**config.mk**
```make
export PLATFORM = sky130hd
export DESIGN_NAME = bitop_unit
export DESIGN_NICKNAME = d
export VERILOG_FILES = /design/src/rtl/bitop_pkg.sv /design/src/rtl/bitop_decode.sv /design/src/rtl/bitop_modify.sv /design/src/rtl/bitop_test.sv /design/src/rtl/bitop_unit.sv
export SDC_FILE = /design/constraint.sdc
export NUM_CORES = 1
export LEC_CHECK = 0
export BUFFER_PORTS_ARGS = -buffer_cell sky130_fd_sc_hd__buf_2
export CAP_MARGIN = 20
export CORE_AREA = 2 2 39 41
export DETAILED_ROUTE_END_ITERATION = 10
export DIE_AREA = 0 0 41 43
export PLACE_DENSITY = 0.81
export SLEW_MARGIN = 10
export SYNTH_ARGS = -nofsm -noshare
export SYNTH_HDL_FRONTEND = slang
export SYNTH_HIERARCHICAL = 1
export SYNTH_SLANG_ARGS = --single-unit
```
**constraint.sdc**
```tcl
create_clock -name vclk -period 4.4
set_clock_uncertainty 0.2 [all_clocks]
set_input_delay 0.44 -clock vclk [all_inputs]
set_output_delay 0.44 -clock vclk [all_outputs]
set_load 0.01 [all_outputs]
```
**src/rtl/bitop_pkg.sv**
```systemverilog
// Package: shared operation encoding for the single-bit unit.
// Assumes the two-bit operation code sits just above the bit index field.
package bitop_pkg;

    typedef enum logic [1:0] {
        BOP_CLR     = 2'b00,
        BOP_SET     = 2'b01,
        BOP_SKIP_LO = 2'b10,
        BOP_SKIP_HI = 2'b11
    } bitop_e;

endpackage

```
**src/rtl/bitop_decode.sv**
```systemverilog
// Module: bitop_decode
// Splits a 13-bit word into class hit, operation code, bit index and address.
// Assumes INSTR_W equals ADDR_W + IDX_W + 4 (two class bits, two opcode bits).
module bitop_decode
    import bitop_pkg::*;
#(
    parameter int INSTR_W = 13,
    parameter int IDX_W   = 3,
    parameter int ADDR_W  = 6
) (
    input  logic [INSTR_W-1:0] instr,
    output logic               hit,
    output bitop_e             op,
    output logic [IDX_W-1:0]   idx,
    output logic [ADDR_W-1:0]  addr
);
    localparam int IDX_LSB = ADDR_W;
    localparam int OP_LSB  = ADDR_W + IDX_W;

    // Purpose: field extraction and class recognition.
    always_comb begin
        hit  = (instr[INSTR_W-1] == 1'b0) && (instr[INSTR_W-2] == 1'b1);
        op   = bitop_e'(instr[OP_LSB +: 2]);
        idx  = instr[IDX_LSB +: IDX_W];
        addr = instr[ADDR_W-1:0];
    end
endmodule

```
**src/rtl/bitop_modify.sv**
```systemverilog
// Module: bitop_modify
// Forces one selected bit of the operand to set_val; the other bits pass through.
// Assumes DATA_W <= 2**IDX_W so each index names at most one lane.
module bitop_modify #(
    parameter int DATA_W = 8,
    parameter int IDX_W  = 3
) (
    input  logic [DATA_W-1:0] opnd,
    input  logic [IDX_W-1:0]  idx,
    input  logic              set_val,
    output logic [DATA_W-1:0] result
);
    logic [DATA_W-1:0] sel;

    for (genvar i = 0; i < DATA_W; i++) begin : g_lane
        // Purpose: one lane compares the index against its own position.
        always_comb begin
            sel[i]    = (idx == IDX_W'(i));
            result[i] = sel[i] ? set_val : opnd[i];
        end
    end

    // Purpose: R4 guard, one-hot lane select and a single changed bit at most.
    always_comb begin
        a_r4_sel_onehot: assert ($onehot(sel))
            else $error("lane select not one-hot");
        a_r4_single_change: assert ($countones(result ^ opnd) <= 1)
            else $error("more than one bit modified");
    end
endmodule

```
**src/rtl/bitop_test.sv**
```systemverilog
// Module: bitop_test
// Picks one operand bit and reports whether it matches the skip polarity.
// Assumes the index is in range of DATA_W.
module bitop_test #(
    parameter int DATA_W = 8,
    parameter int IDX_W  = 3
) (
    input  logic [DATA_W-1:0] opnd,
    input  logic [IDX_W-1:0]  idx,
    input  logic              skip_on_one,
    output logic              skip_req
);
    logic picked;

    // Purpose: bit pick and polarity compare.
    always_comb begin
        picked   = opnd[idx];
        skip_req = (picked == skip_on_one);
    end
endmodule

```
**src/rtl/bitop_unit.sv**
```systemverilog
// Module: bitop_unit (top)
// Executes the clear, set and two test-skip single-bit operations.
// Purely combinational: the write enable and skip request are gated by valid_i.
// Assumes the sequencer owns storage, write-back timing and the skip squash.
module bitop_unit
    import bitop_pkg::*;
#(
    parameter int INSTR_W = 13,
    parameter int DATA_W  = 8,
    parameter int ADDR_W  = 6,
    localparam int IDX_W  = $clog2(DATA_W)
) (
    input  logic [INSTR_W-1:0] instr_i,
    input  logic               valid_i,
    input  logic [DATA_W-1:0]  opnd_i,
    output logic               hit_o,
    output logic [ADDR_W-1:0]  addr_o,
    output logic [DATA_W-1:0]  result_o,
    output logic               wr_en_o,
    output logic               skip_o
);
    bitop_e           op;
    logic [IDX_W-1:0] idx;
    logic [DATA_W-1:0] mod_res;
    logic             skip_req;
    logic             is_mod;
    logic             is_test;

    bitop_decode #(.INSTR_W(INSTR_W), .IDX_W(IDX_W), .ADDR_W(ADDR_W)) dec_i (
        .instr (instr_i),
        .hit   (hit_o),
        .op    (op),
        .idx   (idx),
        .addr  (addr_o)
    );

    bitop_modify #(.DATA_W(DATA_W), .IDX_W(IDX_W)) mod_i (
        .opnd    (opnd_i),
        .idx     (idx),
        .set_val (op[0]),
        .result  (mod_res)
    );

    bitop_test #(.DATA_W(DATA_W), .IDX_W(IDX_W)) tst_i (
        .opnd        (opnd_i),
        .idx         (idx),
        .skip_on_one (op[0]),
        .skip_req    (skip_req)
    );

    // Purpose: route by operation class and gate requests with the strobe.
    always_comb begin
        is_mod   = hit_o && !op[1];
        is_test  = hit_o && op[1];
        result_o = is_mod ? mod_res : opnd_i;
        wr_en_o  = valid_i && is_mod;
        skip_o   = valid_i && is_test && skip_req;
    end

    // Purpose: cross-module guards on the outputs.
    always_comb begin
        a_r10_no_write_and_skip: assert (!(wr_en_o && skip_o))
            else $error("write and skip together");
        a_r8_idle_quiet: assert (valid_i || (!wr_en_o && !skip_o))
            else $error("request without strobe");
        a_r7_test_passthru: assert (!is_test || (result_o == opnd_i && !wr_en_o))
            else $error("test operation altered data");
        a_r1_foreign_quiet: assert (hit_o || (!wr_en_o && !skip_o && result_o == opnd_i))
            else $error("non-bit word had effect");
    end
endmodule

```
* Yosys cells after proc, flatten, opt, wreduce, memory -nomap -nowiden
Index checks and enable logic that the tools add are counted.
** Word-level totals
- Input port bits :: 22
- Logic and storage cells :: 29
- Register bits :: 0
- Output and inout bits :: 17
** Operators by class
- Multiplexer cells :: 11
- $lt $le $gt $ge :: 1
- Reductions and logical operators :: 8
- Bitwise gates (word level) :: 1
- Equal/unequal tests :: 8
** Operators by type and width (number)
- equality test 3 bit, second input constant :: 4
- 2-to-1 mux 1 bit :: 9
- 2-to-1 mux 8 bit :: 1
- equality test 3 x 2 -> 1 bit, second input constant :: 2
- logical AND 1 bit :: 6
- less-than comparator 3 x 4 -> 1 bit, second input constant :: 1
- binary-select mux 1 bit (select 3 bit) :: 1
- equality test 3 x 1 -> 1 bit, second input constant :: 1
- zero test 3 bit :: 1
- equality test 1 bit :: 1
- zero test 1 bit :: 1
- NOT 1 bit :: 1

* Longest topological paths before layout
- Word-level depth :: 5
- Gate-level depth with buffers :: 6
- Gate-level depth less buffers :: 4

* Hierarchy
Netlist, hierarchy kept.
** By module, submodules not included
- bitop_unit :: area an instance 161.4 sq um, times used 1, seq. area each 0.0 sq um, cells an instance 13
- bitop_modify :: area an instance 145.1 sq um, times used 1, seq. area each 0.0 sq um, cells an instance 16
- bitop_decode :: area an instance 96.3 sq um, times used 1, seq. area each 0.0 sq um, cells an instance 12
- bitop_test :: area an instance 76.3 sq um, times used 1, seq. area each 0.0 sq um, cells an instance 7

* Worst setup path before layout
Ideal clock, no wire load.
- Path type :: input -> output
- Start point :: input instr_i[6]
- End point :: output skip_o
- Stages on the path :: 6
- Required time :: 3.760 ns
- Arrival time :: 1.671 ns
- Setup slack :: 2.089 ns
- Buffers on the path :: 2
- Path through :: buf_4 clkbuf_2 mux2i_1 mux4_2 xor2_1 and4_1
** On the way
- Word-level cells in the longest chain between the ends :: 4
** Ends and longest elaborated chain
- from (decl) :: line bitop_unit.sv:13 : input logic [INSTR_W-1:0] instr_i,
- binary-select mux 1 bit (select 3 bit) :: line bitop_test.sv:17 : picked = opnd[idx];
- 2-to-1 mux 1 bit (not written as such) :: line bitop_test.sv:17
- equality test 1 bit :: line bitop_test.sv:18 : skip_req = (picked == skip_on_one);
- named net skip_req :: line bitop_unit.sv:25 : logic skip_req;
- logical AND 1 bit :: line bitop_unit.sv:57 : skip_o = valid_i && is_test && skip_req;
- to (decl) :: line bitop_unit.sv:20 : output logic skip_o
The timed path passes the listed nets, and every way through them passes these cells. The select of a mux whose other input is x is not followed.

* Final worst setup path
Same ends and word-level chain as after synthesis.

==> results.cfg <==
[placement]
placed_cell_area_um2 = 536
io_buffers = 27
dp.final_hpwl_um = 683
gp_congestion = 0.661

[layout]
syn2layout_area_growth_pct = 11.7
drive_above_1_share_pct = 71.0
fin_nets = 86
fin_area_um2 = 536
seq_area_um2 = 0
flops_and_latches = 0
final_util_pct = 38.7
clock_buffers = 0
num_antenna_cells = 0

[routing]
initialDrtViolationCount = 7
vias = 372
first_pass_iters = 4
drc_errors = 0
ant_nets = 0
vias_per_cell = 4.77
avgRoutedWirePerCell_um = 10.7
routed_wl_um = 838

[synthesis]
syn_inst = 48
syn_area_um2 = 479
syn_area_per_cell_um2 = 9.98
syn-num-nets = 70
synthAdderAreaFrac_pct = 0
synthMuxAreaShare_pct = 56.9
yosysSeqAreaShare_pct = 0
synth_cell_types = 18
yosysWarnings = 6
synth_top_family_by_area = multiplexers
synth-xor-area-share_pct = 1.83
synth_compound_area_share_pct = 0
synth-simple-area-share_pct = 19.8

[floorplan]
core_area_mm2 = 0.00138
die_width_um = 41
io_pins = 39
num_rows = 14
dieHeight_um = 43
die_area_mm2 = 0.00176
start_util_pct = 34.6

[sta]
slew_violations = 0
period_minus_slack_ps = 2360
fmaxAchievable_mhz = 424
hold_viol_final = 0
setup_tns_ps = 0
worst_slew_margin_rel_pct = 85.3
finalSetupViolations = 0
rsz0062_at_grt = no
period_share_pct = 53.6
worst-slew-pin-transition_ps = 221

[global_route]
grtUsageTotal_pct = 9.51
grt_max_degree = 13
grt_pass1_wl_um = 1280
grt_overflow = 0
first_global_vias = 317
grt_antenna_before_repair = 0

[critical_path]
crit_slowest_cell = mux4_2
crit_chain = buf_2 -> mux2i_1 -> mux4_2 -> xor2_1 -> and4_1 -> buf_2
cpMostUsedCell = buf_2
crit_family = multiplexers
required_ps = 3760
end_kind = primary output
crit_type = in2out
critPathMaxFanout = 12
crit_buf_inv = 2
critPathArrivalTime_ps = 1720
critPathMaxStageDelay_ps = 480
critPathLaunchType = primary input

[min_path]
hold_end = addr_o[1]
hold_class = in2out
worstHoldPathCells = 0
holdCritStartpoint = instr_i[1]

[status]
outcome = complete, no violations

[clocking]
hold_buffers = 0
post-cts-setup-buffer-count = 0
cts_resized = 0

[run]
maxCapViolCount = 0

[pwr]
ir_drop_uv = 31.9
power_density_mw_per_mm2 = 92.5
p_leak_uw = 0.000286
[synth_stat cells]
library cell / instances / area (um2)
mux2_2: 6 / 67.6
nand3_1: 1 / 5.00
nor2b_4: 1 / 13.8
mux2i_1: 4 / 40.0
nor2_1: 1 / 3.75
mux4_2: 1 / 22.5
inv_1: 1 / 3.75
buf_6: 1 / 11.3
nand2b_4: 1 / 13.8
nor3_1: 1 / 5.00
xor2_1: 1 / 8.76
and4_1: 1 / 8.76
nor3b_1: 3 / 22.5
clkbuf_2: 1 / 5.00
buf_4: 11 / 82.6
mux2_4: 8 / 120
mux2_1: 2 / 22.5
nand3b_1: 3 / 22.5
[power breakdown]
| group | leakage (uW) | switching (uW) | internal [uW] | total (uW) |
|---|---|---|---|---|
| clock | 0 | 0 | 0 | 0 |
| combinational | 0.000286 | 20.8 | 28.7 | 49.5 |
| sequential | 0 | 0 | 0 | 0 |
| total | 0.000286 | 20.8 | 28.7 | 49.5 |
[stage by stage]
stage	setup slack (ps)	cells	hold WS, ps	power (uW)
floorplan	2090	48	711	42.8
global placement	2080	78	680	49.1
detailed placement	2050	78	680	49.7
CTS	2050	78	680	50.0
global route	1970	78	680	54.1
finish	2040	78	680	49.5
[metal layers]
metal	part of all wire [%]	GRT usage, %
met2	46	16.6
met5	0	0
met4	0	0.667
met3	11	0
met1	43	13.1
[how the worst max path moves through the flow]
stage / depth (start not counted) / start / end / slack [ps]
after detailed placement: 6 / instr_i[6] / skip_o / 2050
after global routing: 6 / instr_i[6] / skip_o / 1970
after global placement: 6 / instr_i[6] / skip_o / 2080
final: 6 / instr_i[6] / skip_o / 2040
after CTS: 6 / instr_i[6] / skip_o / 2050
after floorplan: 6 / instr_i[6] / skip_o / 2090
[placed cells by master (no fill, tap or decap)]
| cell type | netlist | final |
|---|---|---|
| nand3b_1 | 3 | 3 |
| mux2i_1 | 4 | 4 |
| and4_1 | 1 | 1 |
| xor2_1 | 1 | 1 |
| inv_1 | 1 | 1 |
| nor2b_4 | 1 | 1 |
| nor3_1 | 1 | 1 |
| nor3b_1 | 3 | 3 |
| nand3_1 | 1 | 1 |
| mux2_4 | 8 | 8 |
| mux4_2 | 1 | 1 |
| mux2_2 | 6 | 6 |
| buf_2 | 0 | 27 |
| nand2b_4 | 1 | 1 |
| mux2_1 | 2 | 2 |
| nor2_1 | 1 | 1 |
[cells by family after synthesis]
logic type / after synthesis
mux: 21
buf+inv: 14
simple gates: 12
xor+xnor: 1
[final cells by class]
type / count / area [um2]
multi-input cells: 34 / 377
fillers: 144 / 848
inverters: 1 / 3.75
well taps: 16 / 20.0
repair buffers: 27 / 135
Note: power is estimated with default switching activity, not from simulation.
